<file path="src/rtl/drowsy_pkg.sv">
package drowsy_pkg;
  typedef enum logic {
    ST_OPEN = 1'b0,
    ST_WAKE = 1'b1
  } acc_state_e;
endpackage

</file>
<file path="src/rtl/drowsy_period_timer.sv">
module drowsy_period_timer #(
  parameter int PERIOD_W = 16
) (
  input  logic                clk,
  input  logic                rst,
  input  logic [PERIOD_W-1:0] period,
  output logic                tick
);
  logic [PERIOD_W-1:0] cnt_q;

  // A zero period never fires. A shrinking period still fires via >=.
  assign tick = (period != '0) && (cnt_q >= period - 1'b1);

  always_ff @(posedge clk) begin
    if (rst) begin
      cnt_q <= '0;
    end else if (period == '0 || tick) begin
      cnt_q <= '0;
    end else begin
      cnt_q <= cnt_q + 1'b1;
    end
  end
endmodule

</file>
<file path="src/rtl/drowsy_state_bank.sv">
module drowsy_state_bank #(
  parameter int NUM_LINES = 8,
  localparam int IDX_W = $clog2(NUM_LINES)
) (
  input  logic                 clk,
  input  logic                 rst,
  input  logic                 tick,
  input  logic                 keep_vld,
  input  logic [IDX_W-1:0]     keep_idx,
  input  logic                 wake_vld,
  input  logic [IDX_W-1:0]     wake_idx,
  output logic [NUM_LINES-1:0] drowsy
);
  for (genvar g = 0; g < NUM_LINES; g++) begin : g_line
    logic hit_wake, hit_keep;
    assign hit_wake = wake_vld && (wake_idx == IDX_W'(g));
    assign hit_keep = keep_vld && (keep_idx == IDX_W'(g));

    // An access clears the bit and wins over a pulse in the same cycle.
    always_ff @(posedge clk) begin
      if (rst) begin
        drowsy[g] <= 1'b0;
      end else if (hit_wake) begin
        drowsy[g] <= 1'b0;
      end else if (tick && !hit_keep) begin
        drowsy[g] <= 1'b1;
      end
    end
  end
endmodule

</file>
<file path="src/rtl/drowsy_access_ctrl.sv">
module drowsy_access_ctrl
  import drowsy_pkg::*;
#(
  parameter int NUM_LINES = 8,
  parameter int WAKE_W    = 4,
  localparam int IDX_W = $clog2(NUM_LINES)
) (
  input  logic                 clk,
  input  logic                 rst,
  input  logic                 req_valid,
  input  logic [IDX_W-1:0]     req_addr,
  input  logic                 line_drowsy,
  input  logic [WAKE_W-1:0]    wake_cycles,
  output logic                 req_ready,
  output logic [NUM_LINES-1:0] wl_en,
  output logic                 clr_vld,
  output logic [IDX_W-1:0]     clr_idx,
  output logic                 keep_vld,
  output logic [IDX_W-1:0]     keep_idx
);
  acc_state_e          state_q;
  logic [WAKE_W-1:0]   wcnt_q;
  logic [IDX_W-1:0]    pend_q;
  logic                hit, need_wait, grant;
  logic [NUM_LINES-1:0] sel;

  assign req_ready = (state_q == ST_OPEN);
  assign hit       = req_valid && req_ready;
  assign need_wait = line_drowsy && (wake_cycles != '0);
  assign grant     = hit && !need_wait;

  assign clr_vld  = hit;
  assign clr_idx  = req_addr;
  assign keep_vld = (state_q == ST_WAKE);
  assign keep_idx = pend_q;

  always_comb begin
    sel = '0;
    sel[req_addr] = 1'b1;
  end

  always_ff @(posedge clk) begin
    if (rst) begin
      wl_en <= '0;
    end else begin
      wl_en <= grant ? sel : '0;
    end
  end

  always_ff @(posedge clk) begin
    if (rst) begin
      state_q <= ST_OPEN;
      wcnt_q  <= '0;
      pend_q  <= '0;
    end else begin
      case (state_q)
        ST_OPEN: begin
          if (hit && need_wait) begin
            state_q <= ST_WAKE;
            wcnt_q  <= wake_cycles - 1'b1;
            pend_q  <= req_addr;
          end
        end
        ST_WAKE: begin
          if (wcnt_q == '0) begin
            state_q <= ST_OPEN;
          end else begin
            wcnt_q <= wcnt_q - 1'b1;
          end
        end
        default: state_q <= ST_OPEN;
      endcase
    end
  end
endmodule

</file>
<file path="src/rtl/drowsy_line_ctrl.sv">
module drowsy_line_ctrl #(
  parameter int NUM_LINES = 8,
  parameter int PERIOD_W  = 16,
  parameter int WAKE_W    = 4,
  localparam int IDX_W = $clog2(NUM_LINES)
) (
  input  logic                 clk,
  input  logic                 rst,
  input  logic [PERIOD_W-1:0]  period_cfg,
  input  logic [WAKE_W-1:0]    wake_cfg,
  input  logic                 req_valid,
  input  logic [IDX_W-1:0]     req_addr,
  output logic                 req_ready,
  output logic [NUM_LINES-1:0] wl_en,
  output logic [NUM_LINES-1:0] rail_low
);
  logic                 tick;
  logic                 clr_vld, keep_vld;
  logic [IDX_W-1:0]     clr_idx, keep_idx;
  logic [NUM_LINES-1:0] drowsy;

  drowsy_period_timer #(.PERIOD_W(PERIOD_W)) u_timer (
    .clk    (clk),
    .rst    (rst),
    .period (period_cfg),
    .tick   (tick)
  );

  drowsy_access_ctrl #(.NUM_LINES(NUM_LINES), .WAKE_W(WAKE_W)) u_access (
    .clk         (clk),
    .rst         (rst),
    .req_valid   (req_valid),
    .req_addr    (req_addr),
    .line_drowsy (drowsy[req_addr]),
    .wake_cycles (wake_cfg),
    .req_ready   (req_ready),
    .wl_en       (wl_en),
    .clr_vld     (clr_vld),
    .clr_idx     (clr_idx),
    .keep_vld    (keep_vld),
    .keep_idx    (keep_idx)
  );

  drowsy_state_bank #(.NUM_LINES(NUM_LINES)) u_bank (
    .clk      (clk),
    .rst      (rst),
    .tick     (tick),
    .keep_vld (keep_vld),
    .keep_idx (keep_idx),
    .wake_vld (clr_vld),
    .wake_idx (clr_idx),
    .drowsy   (drowsy)
  );

  assign rail_low = drowsy;
endmodule

</file>
<file path="config.mk">
export PLATFORM = sky130hd
export DESIGN_NAME = drowsy_line_ctrl
export DESIGN_NICKNAME = d
export VERILOG_FILES = /design/src/rtl/drowsy_pkg.sv /design/src/rtl/drowsy_period_timer.sv /design/src/rtl/drowsy_state_bank.sv /design/src/rtl/drowsy_access_ctrl.sv /design/src/rtl/drowsy_line_ctrl.sv
export SDC_FILE = /design/constraint.sdc
export NUM_CORES = 1
export LEC_CHECK = 0
export ABC_AREA = 1
export ABC_CLOCK_PERIOD_IN_PS = 7250
export BUFFER_PORTS_ARGS = -buffer_cell sky130_fd_sc_hd__buf_2
export CORE_MARGIN = 3
export CORE_UTILIZATION = 50
export CTS_CLUSTER_SIZE = 10
export DETAILED_ROUTE_END_ITERATION = 10
export PLACE_DENSITY = 0.72
export SYNTH_ARGS = -nofsm -noshare
export SYNTH_HDL_FRONTEND = slang
export SYNTH_SLANG_ARGS = --single-unit
</file>
<file path="constraint.sdc">
create_clock -name clk -period 7.25 [get_ports clk]
set_input_delay 1.45 -clock clk [delete_from_list [all_inputs] [get_ports clk]]
set_output_delay 1.45 -clock clk [all_outputs]
set_load 0.03 [all_outputs]
</file>
==> results.toml <==
[pwr]
pwr-share-comb_pct = 13.4
pwr-share-seq_pct = 46.7
p_switching_w = 0.000120
p_leak_nw = 1.39
pwr-share-clk_pct = 39.9
internal-power_w = 0.000371
vdd_ir_drop_max_mv = 0.103
power_switching_share_pct = 24.4
power.density_cell_area_mw_per_mm2 = 162

[final_layout]
areaGrowthSynthToFinish_pct = 14.5
finish.utilization_pct = 61.7
sequential_cell_area_um2 = 801
layout_commonest_cell = "nand2_1"
layout_common_cells = "nand2_1 (80), inv_1 (60), nor2_1 (50), buf_2 (42), dfxtp_1 (40)"
multi_input_comb_area_mm2 = 0.00158
insertedDiodeCount = 0
share_of_layout_cells_above_drive_strength_1_pct = 17.0
filler_cell_count = 482
nNetsFinal = 475

[cts]
cts_htree_levels = 2
cts_root_buffer = "clkbuf_8"
clock_sinks = 40
cts_tree = "yes"
tritoncts.num_buffers = 5
cts.repair.resized = 0
clock_latency_at_the_later_pin_of_the_worst_skew_pair_ps = 290
path_clk_slew_ps = 80
cts.path.max_buffers = 2
cts-hold-fix-buffers = 0
post_cts.repair.setup_buffers = 0

[timing]
final_hold_viol_count = 0
maximum_operating_frequency_mhz = 275
worstMarginPinSlew_ps = 530
grt_setup_unrepaired = "no"
timing.setup.tns_ps = 0
timing.max_slew.rel_slack_pct = 64.4
final_setup_fails = 0
finalCritPeriodShare_pct = 50.1
clock_skew_ps = 7.19
maxSlewViolCount = 0
finalCriticalPeriod_ps = 3630

[critical_path]
crit_required_ps = 7430
worstPathArrival_ps = 3820
timing.critical_path.to_type = "flip-flop"
critPathMaxFanout = 8
crit_type = "input port to flip-flop"
worstSetupStartpointType = "input port"

[routing]
drtAntennaViolNets = 0
vias = 2445
drt-pass1-iter-count = 4
final_wirelength_um = 5480
dr.first_iter.drc_count = 106
drt-vias-per-instance = 4.92
drt-wirelength-per-cell_um = 11.0
number_of_remaining_drc_errors = 0

[grt]
first_global_vias = 2314
grt_pass1_wl_um = 9670
grt_max_degree = 17
initial_antenna_violation_count = 0
globalRouteTotalUtil_pct = 19.0
grt_overflow_total = 0

[floorplan]
die_h_um = 78.8
fp.dieArea_mm2 = 0.00620
fp-row-count = 25
core_region_area_mm2 = 0.00491
die_x_um = 78.8
floorplan.initialDensity_pct = 53.9
floorplan.io_pins = 43

[placed_design]
gp_congestion = 0.837
place.detailed.hpwl_um = 4290
buffer_ports.inserted = 42

[logic_synthesis]
synth.cell_area_mm2 = 0.00265
ys.warnings.count = 0
avgSynthCellArea_um2 = 6.89
postSynthCellCount = 384
postSynth.asyncResetShare_pct = 0
synth.ff_latch_count = 40
ys_flop_type = "dfxtp_1"
yosys.cell_types.count = 28
synthesis.nets = 430
yosysSeqAreaShare_pct = 30.3
edff_count_synth = 0

[job]
max_cap_viol_count = 0

[outcome]
run_status = "complete, no violations"

[hold_path]
hold_crit_class = "flip-flop to flip-flop"
worst max-delay path: stages:
cell     delay (ps)
buf_2           120
nor2_1          130
nand2_1         110
nor2_2          160
nand2_2          80
nor2_2          100
nand2_1         110
xnor2_1         200
inv_1            70
ha_1            310
a21oi_1         120
o21ai_0         110
a21oi_1         270
nand2_1         250
nand3_1         160
a21oi_1          70
layout make-up:
| cell class | count | share of cell area, % |
|---|---|---|
| clock inverter | 1 | 0.991 |
| tap | 67 | 2.77 |
| sequential | 40 | 26.4 |
| inverter | 61 | 7.56 |
| timing repair buffer | 42 | 6.94 |
| clock buffer | 7 | 3.18 |
| multi-input combinational | 279 | 52.1 |
routing by layer:
metal,vias up,track usage (%),share of wire (%)
li1,1308,-,-
met1,1075,23.2,47
met2,53,33.9,47
met3,9,2.15,3.2
met4,0,7.87,1.8
met5,-,0,0
final timing paths:
check / to / start / cells past startpoint / slack, ps
worst max-delay path: u_bank.drowsy[4]$_SDFFE_PP0P_ / period_cfg[2] / 16 / 3620
worst min-delay path: u_bank.drowsy[4]$_SDFFE_PP0P_ / u_bank.drowsy[4]$_SDFFE_PP0P_ / 2 / 470
worst max register to register: u_bank.drowsy[4]$_SDFFE_PP0P_ / u_timer.cnt_q[9]$_SDFF_PP0_ / 7 / 5360
worst min register to register: u_bank.drowsy[4]$_SDFFE_PP0P_ / u_bank.drowsy[4]$_SDFFE_PP0P_ / 2 / 470
flip-flops by register name, summed over array words and instances (netlist names):
name and count:
u_access.keep_vld 1, u_access.wl_en 8, u_timer.cnt_q 16, u_bank.drowsy 8, u_access.keep_idx 3, u_access.wcnt_q 4
power by group through the flow:
stage | sequential [W] | combinational, W | clock, W
floorplan | 0.000234 | 0.0000460 | 0
global placement | 0.000234 | 0.0000648 | 0
detailed placement | 0.000234 | 0.0000660 | 0
CTS | 0.000229 | 0.0000663 | 0.000201
global route | 0.000230 | 0.0000765 | 0.000209
finish | 0.000229 | 0.0000659 | 0.000196
synthesized netlist by cell type (4+ instances only):
cell type / instances / share of area (%)
xnor2_1: 13 / 4.3
nand2_2: 4 / 0.95
nand2_1: 80 / 11
o21ai_0: 19 / 3.6
nand3_1: 24 / 4.5
nor2_1: 50 / 7.1
nor3_1: 7 / 1.3
xor2_1: 9 / 3.0
ha_1: 20 / 9.5
nand4_1: 4 / 0.95
inv_1: 60 / 8.5
nor2_2: 6 / 1.4
a21oi_1: 25 / 4.7
dfxtp_1: 40 / 30
cell families after synthesis:
group | share of synthesized area (%)
DFF | 30.3
buffers and inverters | 10.1
and+or+nand+nor | 33.6
adders and majority gates | 9.46
AOI/OAI and AO/OA | 9.36
xor gates and xnor gates | 7.28
stage by stage:
step	setup WS, ps	area (um2)	total power, W	hold WS, ps	std cells
after floorplan	3720	2650	0.000280	440	384
after global placement	3380	2900	0.000299	448	489
after detailed placement	3300	2900	0.000300	454	489
after CTS	3590	3030	0.000496	468	497
after global routing	3310	3030	0.000516	490	497
final	3620	3030	0.000491	470	497
No activity file was read; power rests on OpenSTA's default activity.
